**src/rtl/irq_stat_pkg.sv**
```systemverilog
package irq_stat_pkg;

   // fixed bit positions in the status / enable words
   localparam int SUM_N_BIT   = 16;
   localparam int SUM_A_BIT   = 17;
   localparam int MAC_TS_BIT  = 20;
   localparam int MAC_PM_BIT  = 21;
   localparam int RX_DONE_BIT = 6;

   // register addresses
   localparam int STAT_ADDR = 0;
   localparam int EN_ADDR   = 1;

   typedef struct packed {
      logic pm;
      logic ts;
   } mac_lvl_t;

endpackage

```
**src/rtl/irq_evt_bank.sv**
```systemverilog
module irq_evt_bank #(
   parameter int W = 16
) (
   input  logic         clk,
   input  logic         rst_n,
   input  logic [W-1:0] evt,
   input  logic [W-1:0] clr,
   output logic [W-1:0] stat
);

   generate
      for (genvar i = 0; i < W; i++) begin : g_bit
         logic q;
         always_ff @(posedge clk or negedge rst_n) begin
            if (!rst_n)      q <= 1'b0;
            else if (evt[i]) q <= 1'b1;   // event has priority over clear
            else if (clr[i]) q <= 1'b0;
         end
         assign stat[i] = q;
      end
   endgenerate

endmodule

```
**src/rtl/irq_grp_sum.sv**
```systemverilog
module irq_grp_sum #(
   parameter int W = 8
) (
   input  logic [W-1:0] stat,
   input  logic [W-1:0] en,
   output logic         any
);

   assign any = |(stat & en);

endmodule

```
**src/rtl/irq_out_reg.sv**
```systemverilog
module irq_out_reg (
   input  logic clk,
   input  logic rst_n,
   input  logic sum_n,
   input  logic sum_a,
   input  logic gen_n,
   input  logic gen_a,
   output logic irq
);

   always_ff @(posedge clk or negedge rst_n) begin
      if (!rst_n) irq <= 1'b0;
      else        irq <= (sum_n & gen_n) | (sum_a & gen_a);
   end

endmodule

```
**src/rtl/irq_status_ctrl.sv**
```systemverilog
module irq_status_ctrl
   import irq_stat_pkg::*;
#(
   parameter int N_NORM = 8,
   parameter int N_ABN  = 8,
   parameter int DATA_W = 32,
   parameter int ADDR_W = 2
) (
   input  logic              clk,
   input  logic              rst_n,
   input  logic [N_NORM-1:0] norm_evt,
   input  logic [N_ABN-1:0]  abn_evt,
   input  logic              mac_ts_lvl,
   input  logic              mac_pm_lvl,
   input  logic              wr_en,
   input  logic [ADDR_W-1:0] wr_addr,
   input  logic [DATA_W-1:0] wr_data,
   input  logic [ADDR_W-1:0] rd_addr,
   output logic [DATA_W-1:0] rd_data,
   output logic              irq
);

   localparam int N_EV = N_NORM + N_ABN;

   // elaboration-time parameter checks
   generate
      if (N_NORM <= RX_DONE_BIT) begin : g_chk_norm
         $error("N_NORM must cover the receive-complete bit");
      end
      if (N_ABN < 1) begin : g_chk_abn
         $error("N_ABN must be at least 1");
      end
      if (N_EV > SUM_N_BIT) begin : g_chk_ev
         $error("event bits overlap the summary bits");
      end
      if (DATA_W <= MAC_PM_BIT) begin : g_chk_dw
         $error("DATA_W too narrow for the status layout");
      end
      if (ADDR_W < 1) begin : g_chk_aw
         $error("ADDR_W must be at least 1");
      end
   endgenerate

   logic [N_EV-1:0] ev_q, ev_en_q, ev_clr;
   logic            grp_n_en_q, grp_a_en_q;
   mac_lvl_t        mac_q, mac_en_q;
   logic            sum_n, sum_a;
   logic            wr_stat, wr_en_reg;
   logic [DATA_W-1:0] stat_word, en_word;
   logic            unused_wr;

   assign wr_stat   = wr_en && (wr_addr == ADDR_W'(STAT_ADDR));
   assign wr_en_reg = wr_en && (wr_addr == ADDR_W'(EN_ADDR));
   assign ev_clr    = wr_stat ? wr_data[N_EV-1:0] : '0;
   assign unused_wr = ^wr_data;

   irq_evt_bank #(.W(N_EV)) u_bank (
      .clk   (clk),
      .rst_n (rst_n),
      .evt   ({abn_evt, norm_evt}),
      .clr   (ev_clr),
      .stat  (ev_q)
   );

   // enable word
   always_ff @(posedge clk or negedge rst_n) begin
      if (!rst_n) begin
         ev_en_q    <= '0;
         grp_n_en_q <= 1'b0;
         grp_a_en_q <= 1'b0;
         mac_en_q   <= '0;
      end else if (wr_en_reg) begin
         ev_en_q     <= wr_data[N_EV-1:0];
         grp_n_en_q  <= wr_data[SUM_N_BIT];
         grp_a_en_q  <= wr_data[SUM_A_BIT];
         mac_en_q.ts <= wr_data[MAC_TS_BIT];
         mac_en_q.pm <= wr_data[MAC_PM_BIT];
      end
   end

   // MAC causes are level-following, never software-cleared
   always_ff @(posedge clk or negedge rst_n) begin
      if (!rst_n) mac_q <= '0;
      else begin
         mac_q.ts <= mac_ts_lvl;
         mac_q.pm <= mac_pm_lvl;
      end
   end

   irq_grp_sum #(.W(N_NORM + 2)) u_sum_n (
      .stat ({mac_q.pm, mac_q.ts, ev_q[N_NORM-1:0]}),
      .en   ({mac_en_q.pm, mac_en_q.ts, ev_en_q[N_NORM-1:0]}),
      .any  (sum_n)
   );

   irq_grp_sum #(.W(N_ABN)) u_sum_a (
      .stat (ev_q[N_EV-1:N_NORM]),
      .en   (ev_en_q[N_EV-1:N_NORM]),
      .any  (sum_a)
   );

   irq_out_reg u_out (
      .clk   (clk),
      .rst_n (rst_n),
      .sum_n (sum_n),
      .sum_a (sum_a),
      .gen_n (grp_n_en_q),
      .gen_a (grp_a_en_q),
      .irq   (irq)
   );

   always_comb begin
      stat_word             = '0;
      stat_word[N_EV-1:0]   = ev_q;
      stat_word[SUM_N_BIT]  = sum_n;
      stat_word[SUM_A_BIT]  = sum_a;
      stat_word[MAC_TS_BIT] = mac_q.ts;
      stat_word[MAC_PM_BIT] = mac_q.pm;
      en_word               = '0;
      en_word[N_EV-1:0]     = ev_en_q;
      en_word[SUM_N_BIT]    = grp_n_en_q;
      en_word[SUM_A_BIT]    = grp_a_en_q;
      en_word[MAC_TS_BIT]   = mac_en_q.ts;
      en_word[MAC_PM_BIT]   = mac_en_q.pm;
   end

   always_comb begin
      if (rd_addr == ADDR_W'(STAT_ADDR))    rd_data = stat_word;
      else if (rd_addr == ADDR_W'(EN_ADDR)) rd_data = en_word;
      else                                  rd_data = '0;
   end

endmodule

```
**config.mk**
```make
export PLATFORM = sky130hd
export DESIGN_NAME = irq_status_ctrl
export DESIGN_NICKNAME = d
export VERILOG_FILES = /design/src/rtl/irq_stat_pkg.sv /design/src/rtl/irq_evt_bank.sv /design/src/rtl/irq_grp_sum.sv /design/src/rtl/irq_out_reg.sv /design/src/rtl/irq_status_ctrl.sv
export SDC_FILE = /design/constraint.sdc
export NUM_CORES = 1
export LEC_CHECK = 0
export BUFFER_PORTS_ARGS = -buffer_cell sky130_fd_sc_hd__buf_2
export CORE_ASPECT_RATIO = 0.75
export CORE_MARGIN = 1.5
export CORE_UTILIZATION = 31
export CTS_BUF_LIST = sky130_fd_sc_hd__clkbuf_4 sky130_fd_sc_hd__clkbuf_8
export CTS_CLUSTER_SIZE = 8
export DETAILED_ROUTE_END_ITERATION = 8
export HOLD_SLACK_MARGIN = 0.08
export SYNTH_ARGS = -nofsm -noshare
export SYNTH_HDL_FRONTEND = slang
export SYNTH_HIERARCHICAL = 1
export SYNTH_SLANG_ARGS = --single-unit
```
**constraint.sdc**
```tcl
create_clock -name clk -period 2.05 [get_ports clk]
set_clock_uncertainty 0.2 [all_clocks]
set_input_delay 0.205 -clock clk [delete_from_list [all_inputs] [get_ports clk]]
set_output_delay 0.205 -clock clk [all_outputs]
set_load 0.03 [all_outputs]
```
==> results of run 1 <==
==> how the worst max path moves through the flow <==
| stage | to | cells past startpoint | slack (ns) |
|---|---|---|---|
| floorplan | rd_data[16] | 6 | 0.39 |
| global placement | rd_data[16] | 6 | 0.16 |
| detailed placement | rd_data[16] | 6 | 0.18 |
| CTS | rd_data[16] | 6 | -0.10 |
| global route | rd_data[16] | 6 | -0.17 |
| finish | rd_data[16] | 6 | -0.06 |
==> power by group through the flow <==
stage	clock network [mW]	registers [mW]	logic, mW
2_1_floorplan	0	0.936	0.396
3_3_place_gp	0	0.946	0.514
3_5_place_dp	0	0.950	0.519
4_1_cts	0.600	0.934	0.587
5_1_grt	0.636	0.950	0.640
6_report	0.566	0.936	0.589
==> state kept, by name, indices dropped and copies added, names as in the netlist <==
name	count
ev_en_q	16
u_bank/g_bit.q	16
en_word	2
mac_q	2
grp_a_en_q	1
grp_n_en_q	1
u_out/irq	1
==> cell usage after synthesis, drive strengths merged <==
cell type / instances
a22oi: 7
mux2i: 20
nand4: 2
nand3b: 1
a22o: 2
nor3b: 1
and2: 16
conb: 1
clkbuf: 3
a221oi: 1
inv: 16
nor2: 20
buf: 32
mux2: 20
a21o: 16
dfrtp: 39
==> area by class of cell <==
| cell class | instances | area (µm²) |
|---|---|---|
| Fill cell | 678 | 3841 |
| Multi-Input combinational cell | 118 | 982.2 |
| Sequential cell | 39 | 975.9 |
| Timing Repair Buffer | 113 | 810.8 |
| Tap cell | 98 | 122.6 |
| Clock buffer | 8 | 103.9 |
| Inverter | 16 | 60.06 |
==> cell families (layout without fill, tap and decap cells) <==
family | count (synthesis) | in the layout | share of synthesized area (%)
DFF | 39 | 39 | 43.82
buffers and inverters | 51 | 137 | 14.16
muxes | 40 | 40 | 22.47
and+or+nand+nor | 40 | 40 | 10.17
other | 1 | 12 | 0.1684
AOI/OAI and AO/OA | 26 | 26 | 9.214
==> critical path, delay by kind of cell, from the launching register on <==
family | cells | cell delay, ns
mux | 1 | 0.15
flops | 1 | 0.38
buf+inv | 1 | 0.18
simple gates | 2 | 0.22
compound gates | 2 | 0.49
==> layer usage <==
metal | global-route usage, % | vias to the layer above | part of all wire, %
met5 | 0 | - | 0
met2 | 24.05 | 40 | 49
met4 | 3.803 | 0 | 0.81
met1 | 18.24 | 783 | 46
li1 | - | 807 | -
met3 | 3.670 | 4 | 4.0
==> per-stage QoR <==
step	cells	power (mW)	setup TNS [ns]	setup slack, ns
floorplan	208	1.332	0	0.3867
global placement	339	1.460	0	0.1646
detailed placement	339	1.469	0	0.1832
CTS	389	2.120	-0.1022	-0.1022
global route	392	2.225	-0.1727	-0.1727
finish	392	2.091	-0.06403	-0.06403
==> what timing repair did <==
action | in CTS | in global routing
cloned | 0 | 0
setup buffers | 3 | 3
hold endpoints to repair | 77 | 0
pin swaps | 2 | 2
hold buffers | 39 | 0
resized for setup | 1 | 1
setup endpoints to repair | 1 | 2
==> results list, run 1 <==
* Die Width: 100.9 µm
- Final weighted congestion in routability-driven placement: 0.7340
- Leaving out fill and tap cells, the most frequent cell in the layout is sky130_fd_sc_hd__buf_2.
* Portion of total power attributed to the clock network: 27.1%
- Clock tree synthesis inserted a total of 5 buffers.
- In this run the remaining antenna-violating nets after routing total 0.
* Average via count per standard cell: 4.168
- Largest stage delay, worst path: 0.38 ns
- Buffers placed on the I/O ports in this run total 65.
- After clock tree synthesis, the clock-pin slew on the worst setup and hold paths is 0.07 ns.
- Post-synthesis instance total: 197
* Cell type with the largest total area after synthesis: sky130_fd_sc_hd__dfrtp_1
- After synthesis the netlist holds a flip-flop and latch count of 39.
* Master cell of the clock root buffer: sky130_fd_sc_hd__clkbuf_8
* Origin of the worst setup path: u_bank/g_bit[7].q
- For this run, the number of Yosys warnings is 6.
* R2r endpoint: u_out/irq
- STA classifies the critical path endpoint as a primary output.
- The final reports fail on negative setup slack.
- Post-synthesis area per instance: 11.31 µm²
- Across all setup checks in the final design, the least slack found is -0.06403 ns.
* Share of the core filled with cells: 44.30%
- The first global-routing pass estimated 8569 µm of wire.
* Critical-path top delay cell: sky130_fd_sc_hd__dfrtp_1
- Distinct cell type count of the synthesized netlist: 19
* CP cell instances: a22o_1, a221oi_2, nand4_1, mux2i_1, nor2_1, buf_4
- The analysis attributes to cell leakage a power of 1.492 nW.
- The first TritonRoute pass finished after 3 iterations.
* Final worst path period need: 2.114 ns
- In this run the worst path has a maximum fanout of 2.
- Number of antenna repair diodes: 0
- Sequential cells were found to cover 43.82% of the synthesized design area.
- The synthesized netlist occupies a cell area of 0.002227 mm².
- Setup violations remaining at the end of the flow were counted as 1.
* Final standard cell area without fillers: 0.003055 mm²
- Summed over all nets, the switching power comes to 0.6037 mW.
* Site Rows: 26
- For this run, design rule violations remaining after detail routing come to 0.
- Run status: finished, violations left
* Final HPWL DP: 3383 µm
* F_max: 473.0 MHz
- In the finished design, the share of the clock period the worst path needs comes to 103.1%.
- The routed layout has 1634 vias.
- Relative to the synthesized area, the layout overhead comes to 37.19%.
- After the last flow step, the layout net total stands at 350.
- Total Die Area: 0.007707 mm²
- Count of endpoints failing hold in the final timing report: 0
* Maximum level of the CTS H-tree: 2
* Internal Dissipation: 1.487 mW
- The setup path with the least slack is of type flop to primary output.
* Maximum capacitance violations: 0
- Entering global routing, the biggest net connects 22 pins.
- The path class of the tightest hold or removal check is input pin to async pin.
* Wirelength, routed: 5162 µm
- No sink is reached through more buffers than the 2 on the longest clock path.
- Path depth of the worst reg2reg path: 6
- Via count of the first global-routing pass: 1735
- The max-slew violation total from the final report was 0.
- Num Clock Sinks: 39
- Part of the total power dissipated in combinational logic: 28.2%
* Initial antenna violation count: 0
* Max VDD drop: 301.4 µV
- In the final routed layout, each cell accounts on average for 13.17 µm.
- Top cell type's share of synthesized area: 43.82%
- The worst setup path is launched from a flop.
- Fraction of layout cells with a size suffix above 1: 36.05%
- For this design the ratio of total power to cell area is 684.3 mW/mm².
- For this configuration, the core starts out at a cell density of 32.29%.
- The die is 76.41 µm tall.
- Worst path arrival time: 1.71 ns
- The region available for standard cell placement spans 0.006897 mm².
- Iter 0 DRT Violations: 59
- TritonCTS built the clock tree.
- Slack of the worst reg-to-reg path: 0.21 ns
- Most frequent cells in the layout: sky130_fd_sc_hd__buf_2, sky130_fd_sc_hd__dfrtp_1, sky130_fd_sc_hd__dlygate4sd3_1
- By area the synthesized netlist is led by sky130_fd_sc_hd__dfrtp_1, sky130_fd_sc_hd__mux2_4, sky130_fd_sc_hd__buf_4, sky130_fd_sc_hd__mux2i_1, sky130_fd_sc_hd__a21o_1.
* Launch instance of the worst register-to-register path: u_bank/g_bit[7].q
* I/O pin total: 90
- The clock reaches the later pin of the worst-skew pair after 0.28 ns.
* RSZ-0062 raised after global routing: yes
- Normalized max-slew margin: 65.79%
- Data required time at the worst endpoint: 1.64 ns
- Of the total power, the share spent switching nets is 28.87%.
- Area of placed instances: 0.002509 mm²
- Worst-case hold slack: 0.2247 ns
- Across every metal layer, demand over resource in global routing totals 14.34%.
- For the pin with the worst max-slew slack, the measured transition is 0.5132 ns.
- Sum of overflow across all layers after global routing: 0
* Share of power burned in registers: 44.8%
Note: power is estimated with default switching activity, not from simulation.
==> run 2, diff against run 1 <==
--- a/config.mk
+++ b/config.mk
@@ -9,10 +9,11 @@
 export CORE_ASPECT_RATIO = 0.75
 export CORE_MARGIN = 1.5
 export CORE_UTILIZATION = 31
-export CTS_BUF_LIST = sky130_fd_sc_hd__clkbuf_4 sky130_fd_sc_hd__clkbuf_8
+export CTS_BUF_LIST = sky130_fd_sc_hd__clkbuf_16
 export CTS_CLUSTER_SIZE = 8
 export DETAILED_ROUTE_END_ITERATION = 8
 export HOLD_SLACK_MARGIN = 0.08
+export SLEW_MARGIN = 20
 export SYNTH_ARGS = -nofsm -noshare
 export SYNTH_HDL_FRONTEND = slang
 export SYNTH_HIERARCHICAL = 1
==> run 2 against run 1 <==
The flow still finishes with violations (negative setup slack). Sequential power about the same. Register-to-register slack about the same. Final area up 0.66%. Maximum frequency up 0.55%. Core utilization up 0.29 points. Power up 6.2%. Count of clock-buffer cells in the layout down 3. Sequential share of layout area down 0.21 points. Critical endpoint unchanged.
==> results list, run 2 (same netlist as run 1, synthesis figures left out) <==
- The routability-driven placement congestion ratio was 0.7340 (unchanged).
- The core area is 0.006897 mm² (unchanged).
- Data required time at the worst endpoint: 1.64 ns (about the same)
- Vias after detailed routing: 1635 (+0.061%)
- The fraction of the cycle the final worst path needs was 102.6% (-0.57 points).
* Count of endpoints failing hold in the final timing report: 0 (unchanged)
* Launch instance of the worst register-to-register path: u_bank/g_bit[7].q
- Global-route wire length before repair: 8597 µm (+0.33%)
- GRT Overall Usage: 14.38% (+0.039 points)
* Final net count: 349 (-0.29%)
- The setup slack on the worst flop-to-flop path was 0.21 ns (about the same).
- # DRC: 0 (unchanged)
- The fraction of final layout cells with drive strength greater than 1 is 34.47% (-1.6 points).
- Normalized max-slew margin: 65.68% (-0.11 points)
- The final reports fail on negative setup slack.
* Final HPWL DP: 3383 µm (unchanged)
- Slew @ Worst Pin: 0.5148 ns (+0.001580 ns)
* Sort of element at the end of the critical path: primary output
* Clock tree from TritonCTS: done
- The number of port buffers came to 65 (unchanged).
- The count of pins on the block boundary is 90 (unchanged).
- Leaving out fill and tap cells, the most frequent cell in the layout is sky130_fd_sc_hd__buf_2.
- The number of DRC markers after the initial detailed-route iteration was 55 (-6.8%).
- Setup repair after global routing could not meet its margin everywhere.
* Largest regs: ev_en_q: 16 flops, u_bank/g_bit.q: 16 flops
- The critical path in this run is classified as flop to primary output.
- Clock latency at the later pin of the worst-skew pair: 0.27 ns (about the same)
- The number of standard cells in the final layout excluding fillers is 391 (-0.26%).
- The worst hold path belongs to the class input pin to async pin.
- Clock transition at the registers of the reported paths: 0.05 ns (-0.02 ns)
* Die boundary height: 76.41 µm (unchanged)
- Die Width: 100.9 µm (unchanged)
* Most frequent cells in the layout: sky130_fd_sc_hd__buf_2, sky130_fd_sc_hd__dfrtp_1, sky130_fd_sc_hd__dlygate4sd3_1
- The max-slew violation total from the final report was 0 (unchanged).
* Run status: finished, violations left
* Number of buffers on the longest clock path: 2 (unchanged)
* Average via count per standard cell: 4.182 (+0.32%)
- Path depth of the worst reg2reg path: 6 (unchanged)
- STA classifies the critical path startpoint as a flop.
* Drt pass-1 iters: 4 (+1)
* Num Clock Sinks: 39 (unchanged)
- Site Rows: 26 (unchanged)
- Sum of overflow across all layers after global routing: 0 (unchanged)
* Cell Count Post-Placement: 339 (unchanged)
- Worst path arrival time: 1.70 ns (about the same)
- Ratio of total power to cell area: 722.2 mW/mm² (+5.5%)
* F_max: 475.6 MHz (+0.55%)
* Number of antenna repair diodes: 0 (unchanged)
- Initial antenna violation count: 0 (unchanged)
* Leakage power figure: 1.502 nW (+0.68%)
- The initial standard-cell utilization of the core came to 32.29% (unchanged).
- The final routed wirelength across all metal layers is 5130 µm (-0.62%).
- The number of H-tree branching levels was 2 (unchanged).
- The max-capacitance violation count was 0 (unchanged).
- Via count of the first global-routing pass: 1747 (+0.69%)
- In this run the clock root is driven by a sky130_fd_sc_hd__clkbuf_16.
* R2r endpoint: u_out/irq
* Maximum number of pins on one net before global-route repair: 22 (unchanged)
- The setup violation total in the final timing report came to 1 (unchanged).
* Max VDD drop: 336.2 µV (+12%)
- Count of antenna-violating nets left after detailed routing: 0 (unchanged)
- The floorplan die area was 0.007707 mm² (unchanged).
* Number of buffers inserted during clock tree synthesis: 5 (unchanged)
* Worst Setup Slack, final: -0.05239 ns (+0.01164 ns)
- The area growth from synthesis to layout is 38.09%.
- WL/cell: 13.12 µm (-0.37%)
* Final worst path period need: 2.102 ns (-0.01164 ns)
* Crit-path max FO: 2 (unchanged)
- Worst-case hold slack: 0.2371 ns (+0.01242 ns)
## run 2: cell count changes in the layout (fill, tap and decap cells not counted)
cell / delta
sky130_fd_sc_hd__inv_1: +1
sky130_fd_sc_hd__clkbuf_4: -1
sky130_fd_sc_hd__clkbuf_8: -7
sky130_fd_sc_hd__a22oi_2: -1
sky130_fd_sc_hd__buf_4: -1
sky130_fd_sc_hd__clkbuf_16: +5
sky130_fd_sc_hd__clkinv_1: +2
sky130_fd_sc_hd__a22oi_1: +1
## run 2: per-layer routing
| layer | global-route usage [%] | vias to the layer above | share of wire [%] |
|---|---|---|---|
| met2 | 23.99 | 41 | 49 |
| met5 | 0 | - | 0 |
| met4 | 3.803 | 0 | 0.82 |
| met1 | 18.42 | 783 | 46 |
| met3 | 3.670 | 4 | 4.2 |
| li1 | - | 807 | - |
## run 2: power breakdown
group | internal (mW) | switching [mW]
Combinational | 0.299 | 0.283
Sequential | 0.864 | 0.0721
Clock | 0.437 | 0.267
## run 2: timing repair
| item | in CTS | in global routing |
|---|---|---|
| pin swaps | 2 | 2 |
| endpoints found under the setup margin | 1 | 1 |
| hold endpoints to repair | 58 | 0 |
| gates resized for setup | 1 | 0 |
| setup buffers | 3 | 2 |
| hold buffers | 39 | 0 |
## run 2: worst max path at each step
stage,cells after the start,from,end
after floorplan,6,u_bank/g_bit[7].q,rd_data[16]
after global placement,6,u_bank/g_bit[7].q,rd_data[16]
after detailed placement,6,u_bank/g_bit[7].q,rd_data[16]
after CTS,6,ev_en_q[7],rd_data[16]
after global routing,6,u_bank/g_bit[7].q,rd_data[16]
final,6,u_bank/g_bit[7].q,rd_data[16]
## run 2: critical path: stages, from the launching register on
cell	delay, ns
sky130_fd_sc_hd__dfrtp_1	0.38
sky130_fd_sc_hd__a22o_1	0.25
sky130_fd_sc_hd__a221oi_2	0.24
sky130_fd_sc_hd__nand4_1	0.17
sky130_fd_sc_hd__mux2i_1	0.15
sky130_fd_sc_hd__nor2_1	0.05
sky130_fd_sc_hd__buf_4	0.18
## run 2: area by class of cell
cell class | count | area, µm²
well taps | 98 | 122.6
clock inverters | 3 | 11.26
multi-input cells | 118 | 977.2
fillers | 674 | 3821
flip-flops and latches | 39 | 975.9
repair buffers | 112 | 803.3
inverters | 16 | 60.06
clock buffers | 5 | 125.1
## run 2: through the flow
step,utilization [%],power [mW],cell area [µm²],setup WS [ns],setup TNS [ns]
2_1_floorplan,-,1.332,2268,0.3867,0
3_3_place_gp,36.38,1.460,2509,0.1646,0
3_5_place_dp,36.38,1.469,2509,0.1832,0
4_1_cts,44.38,2.259,3060,-0.07878,-0.07878
5_1_grt,44.59,2.362,3075,-0.1450,-0.1450
6_report,44.59,2.221,3075,-0.05239,-0.05239
==> run 3, diff against run 2 <==
--- a/config.mk
+++ b/config.mk
@@ -5,6 +5,7 @@
 export SDC_FILE = /design/constraint.sdc
 export NUM_CORES = 1
 export LEC_CHECK = 0
+export ABC_CLOCK_PERIOD_IN_PS = 2050
 export BUFFER_PORTS_ARGS = -buffer_cell sky130_fd_sc_hd__buf_2
 export CORE_ASPECT_RATIO = 0.75
 export CORE_MARGIN = 1.5
@@ -13,7 +14,7 @@
 export CTS_CLUSTER_SIZE = 8
 export DETAILED_ROUTE_END_ITERATION = 8
 export HOLD_SLACK_MARGIN = 0.08
-export SLEW_MARGIN = 20
+export SLEW_MARGIN = 10
 export SYNTH_ARGS = -nofsm -noshare
 export SYNTH_HDL_FRONTEND = slang
 export SYNTH_HIERARCHICAL = 1
==> constraint.sdc (replaced) <==
create_clock -name clk -period 2.05 [get_ports clk]
set_clock_uncertainty 0.2 [all_clocks]
set_input_delay 0 -clock clk [delete_from_list [all_inputs] [get_ports clk]]
set_output_delay 0 -clock clk [all_outputs]
set_load 0.03 [all_outputs]
==> run 3 against run 2 <==
Critical endpoint unchanged. Final cell count is 3.1% higher. Hold slack lost 0.17 ns. Sequential cell count is the same. Critical path type unchanged. Final area grew 3.7%. Non-clock buffer count up 13. The flow now finishes without violations. Core utilization increased by 1.6 points. Clock power up 2%. Combinational power up 1%. Sequential power about the same. Global-route usage decreased by 0.30 points. Power up 0.96%.
==> results list, run 3 (same netlist as run 1, synthesis figures left out) <==
- The flow ran to the end, and the final reports show no timing, DRC or antenna violations.
- The worst max-slew margin expressed relative to the limit was 40.73% (-25 points).
- RSZ-0062 raised after global routing: yes
- The fraction of the cycle the final worst path needs is 95.61% (-6.9 points).
- The worst-case hold slack was 0.06971 ns (-0.1674 ns).
* # DRC: 0 (unchanged)
- The sum of overflow across all layers after global routing was 0 (unchanged).
- Total Die Area: 0.007707 mm² (unchanged)
* Worst Setup Slack, final: 0.08997 ns (+0.1424 ns)
- Number of failing setup endpoints in the final timing report: 0 (-1)
- Final HPWL DP: 3355 µm (-0.82%)
- HP Class: input pin to async pin
- The most critical setup path has its startpoint at u_bank/g_bit[7].q.
- PortBufs: 65 (unchanged)
* Portion of total power attributed to the clock network: 31.9% (+0.2 points)
* Via count of the first global-routing pass: 1777 (+1.7%)
- The worst path required time was 1.85 ns (+0.21 ns).
- The via count was 1670 (+2.1%).
- The power spent charging and discharging nets came to 0.6365 mW (+2.4%).
- Die Width: 100.9 µm (unchanged)
* I/O pin total: 90 (unchanged)
- By startpoint and endpoint, the worst setup path is classified as flop to primary output.
* Worst slack at placement: 0.3591 ns (+0.1759 ns)
- The setup slack on the worst flop-to-flop path came to 0.42 ns (+0.21 ns).
- Die boundary height: 76.41 µm (unchanged)
- The initial standard-cell utilization of the core was 32.29% (unchanged).
* Num Clock Sinks: 39 (unchanged)
* GRT Overall Usage: 14.08% (-0.30 points)
- Slew @ Worst Pin: 0.8861 ns (+0.3713 ns)
- Worst path arrival time: 1.76 ns (+0.06 ns)
- CP cell instances: a22o_1, a221oi_2, nand4_1, mux2i_1, nor2_1, buf_4
- Final worst path period need: 1.960 ns (-0.1424 ns)
- The proportion of power drawn by flip-flops and latches came to 41.8% (-0.3 points).
- The max-slew violation total from the final report came to 0 (unchanged).
- The maximum fanout along the worst path was 3 (+1).
* Most frequent cells in the layout: sky130_fd_sc_hd__buf_2, sky130_fd_sc_hd__dlygate4sd3_1, sky130_fd_sc_hd__dfrtp_1
- Number of buffers on the longest clock path: 2 (unchanged)
- The tree is rooted in a sky130_fd_sc_hd__clkbuf_16.
- Maximum capacitance violations: 0 (unchanged)
* Final standard cell area without fillers: 0.003188 mm² (+3.7%)
- The site row count is 26 (unchanged).
- The area growth from synthesis to layout is 43.15%.
- Number of antenna repair diodes: 0 (unchanged)
* Final TNS setup: 0 ns (+0.05239 ns)
- The combinational share of power came to 26.3% (about the same).
* Ratio of total power to cell area: 703.4 mW/mm² (-2.6%)
- Clock latency at the later pin of the worst-skew pair: 0.27 ns (about the same)
* Sort of element at the end of the critical path: primary output
- Number of buffers inserted during clock tree synthesis: 5 (unchanged)
- The post-detailed-route via-to-cell ratio came to 4.144 (-0.90%).
- The largest net degree at the start of global routing was 21 (-4.5%).
- The routability-driven placement congestion ratio is 0.7028 (-4.3%).
- TritonCTS built the clock tree.
- Iter 0 DRT Violations: 34 (-38%)
- The final net count is 362 (+3.7%).
* Largest regs: ev_en_q: 16 flops, u_bank/g_bit.q: 16 flops
- The upper clock frequency limit came to 510.2 MHz (+7.3%).
- The count of fill cells added during filler insertion was 676 (+0.30%).
* WL/cell: 12.74 µm (-2.9%)
* Count of antenna-violating nets left after detailed routing: 0 (unchanged)
* Drt pass-1 iters: 3 (-1)
- The startpoint identified for the worst register-to-register timing path is u_bank/g_bit[7].q.
- The fraction of final layout cells with drive strength greater than 1 came to 32.13% (-2.3 points).
- Leakage power figure: 1.504 nW (+0.13%)
- Clock transition at the registers of the reported paths: 0.06 ns (about the same)
- The final hold violation count came to 0 (unchanged).
- Area of placed instances: 0.002476 mm² (-1.3%)
- The number of H-tree branching levels came to 2 (unchanged).
* Initial antenna violation count: 0 (unchanged)
* Internal Dissipation: 1.606 mW (+0.41%)
- Leaving out fill and tap cells, the most frequent cell in the layout is sky130_fd_sc_hd__buf_2.
- Critical-path top delay cell: sky130_fd_sc_hd__dfrtp_1
- Wirelength, routed: 5133 µm (about the same)
- Crit path launch type: flop
* Max VDD drop: 311.6 µV (-7.3%)
- The switching share of power was 28.38% (+0.40 points).
- The peak per-stage delay on the critical path came to 0.39 ns (about the same).
* Area of the core region: 0.006897 mm² (unchanged)
- Global-route wire length before repair: 8445 µm (-1.8%)
[run 3: worst paths after layout]
| kind | endpoint | cells after the start |
|---|---|---|
| setup / recovery | rd_data[16] | 6 |
| hold / removal | ev_en_q[15] | 3 |
| setup reg to reg | u_out/irq | 4 |
| hold reg to reg | u_out/irq | 1 |
| max in group asynchronous | u_bank/g_bit[4].q | 3 |
| min in group clk | mac_q[1] | 2 |
[run 3: power groups by stage]
stage	registers, mW	logic, mW	clock network [mW]
finish	0.937	0.590	0.716
global route	0.952	0.637	0.781
CTS	0.937	0.586	0.745
detailed placement	0.949	0.510	0
global placement	0.947	0.506	0
floorplan	0.936	0.396	0
[run 3: layer usage]
metal	GRT usage (%)	vias up	share of wire [%]
met3	3.303	6	3.8
met4	4.507	0	1.1
met1	18.29	788	47
met2	23.04	42	48
li1	-	834	-
met5	0	-	0
[run 3: through the flow]
step	power (mW)	utilization [%]	std cells
after floorplan	1.332	-	208
after detailed placement	1.460	35.90	338
after global routing	2.369	46.23	403
after CTS	2.268	45.97	401
final	2.243	46.23	403
after global placement	1.453	35.90	338
[run 3: what timing repair did]
| item | CTS | global route |
|---|---|---|
| setup buffers | 0 | 2 |
| endpoints found under the hold margin | 77 | 0 |
| setup endpoints to repair | 0 | 1 |
| hold buffers | 56 | 0 |
| gates resized for setup | 0 | 2 |
[run 3: critical path, delay by kind of cell, from the launching register on]
family          cells  cell delay [ns]
compound gates      2             0.50
flops               1             0.39
simple gates        2             0.24
buf+inv             1             0.19
mux                 1             0.18
[run 3: layout make-up]
class                           instances  area (µm²)  area share (%)
Multi-Input combinational cell        118       977.2           30.65
Tap cell                               98       122.6           3.846
Clock buffer                            5       125.1           3.925
Sequential cell                        39       975.9           30.61
Clock inverter                          2       8.758          0.2747
Timing Repair Buffer                  125       918.4           28.81
Inverter                               16       60.06           1.884
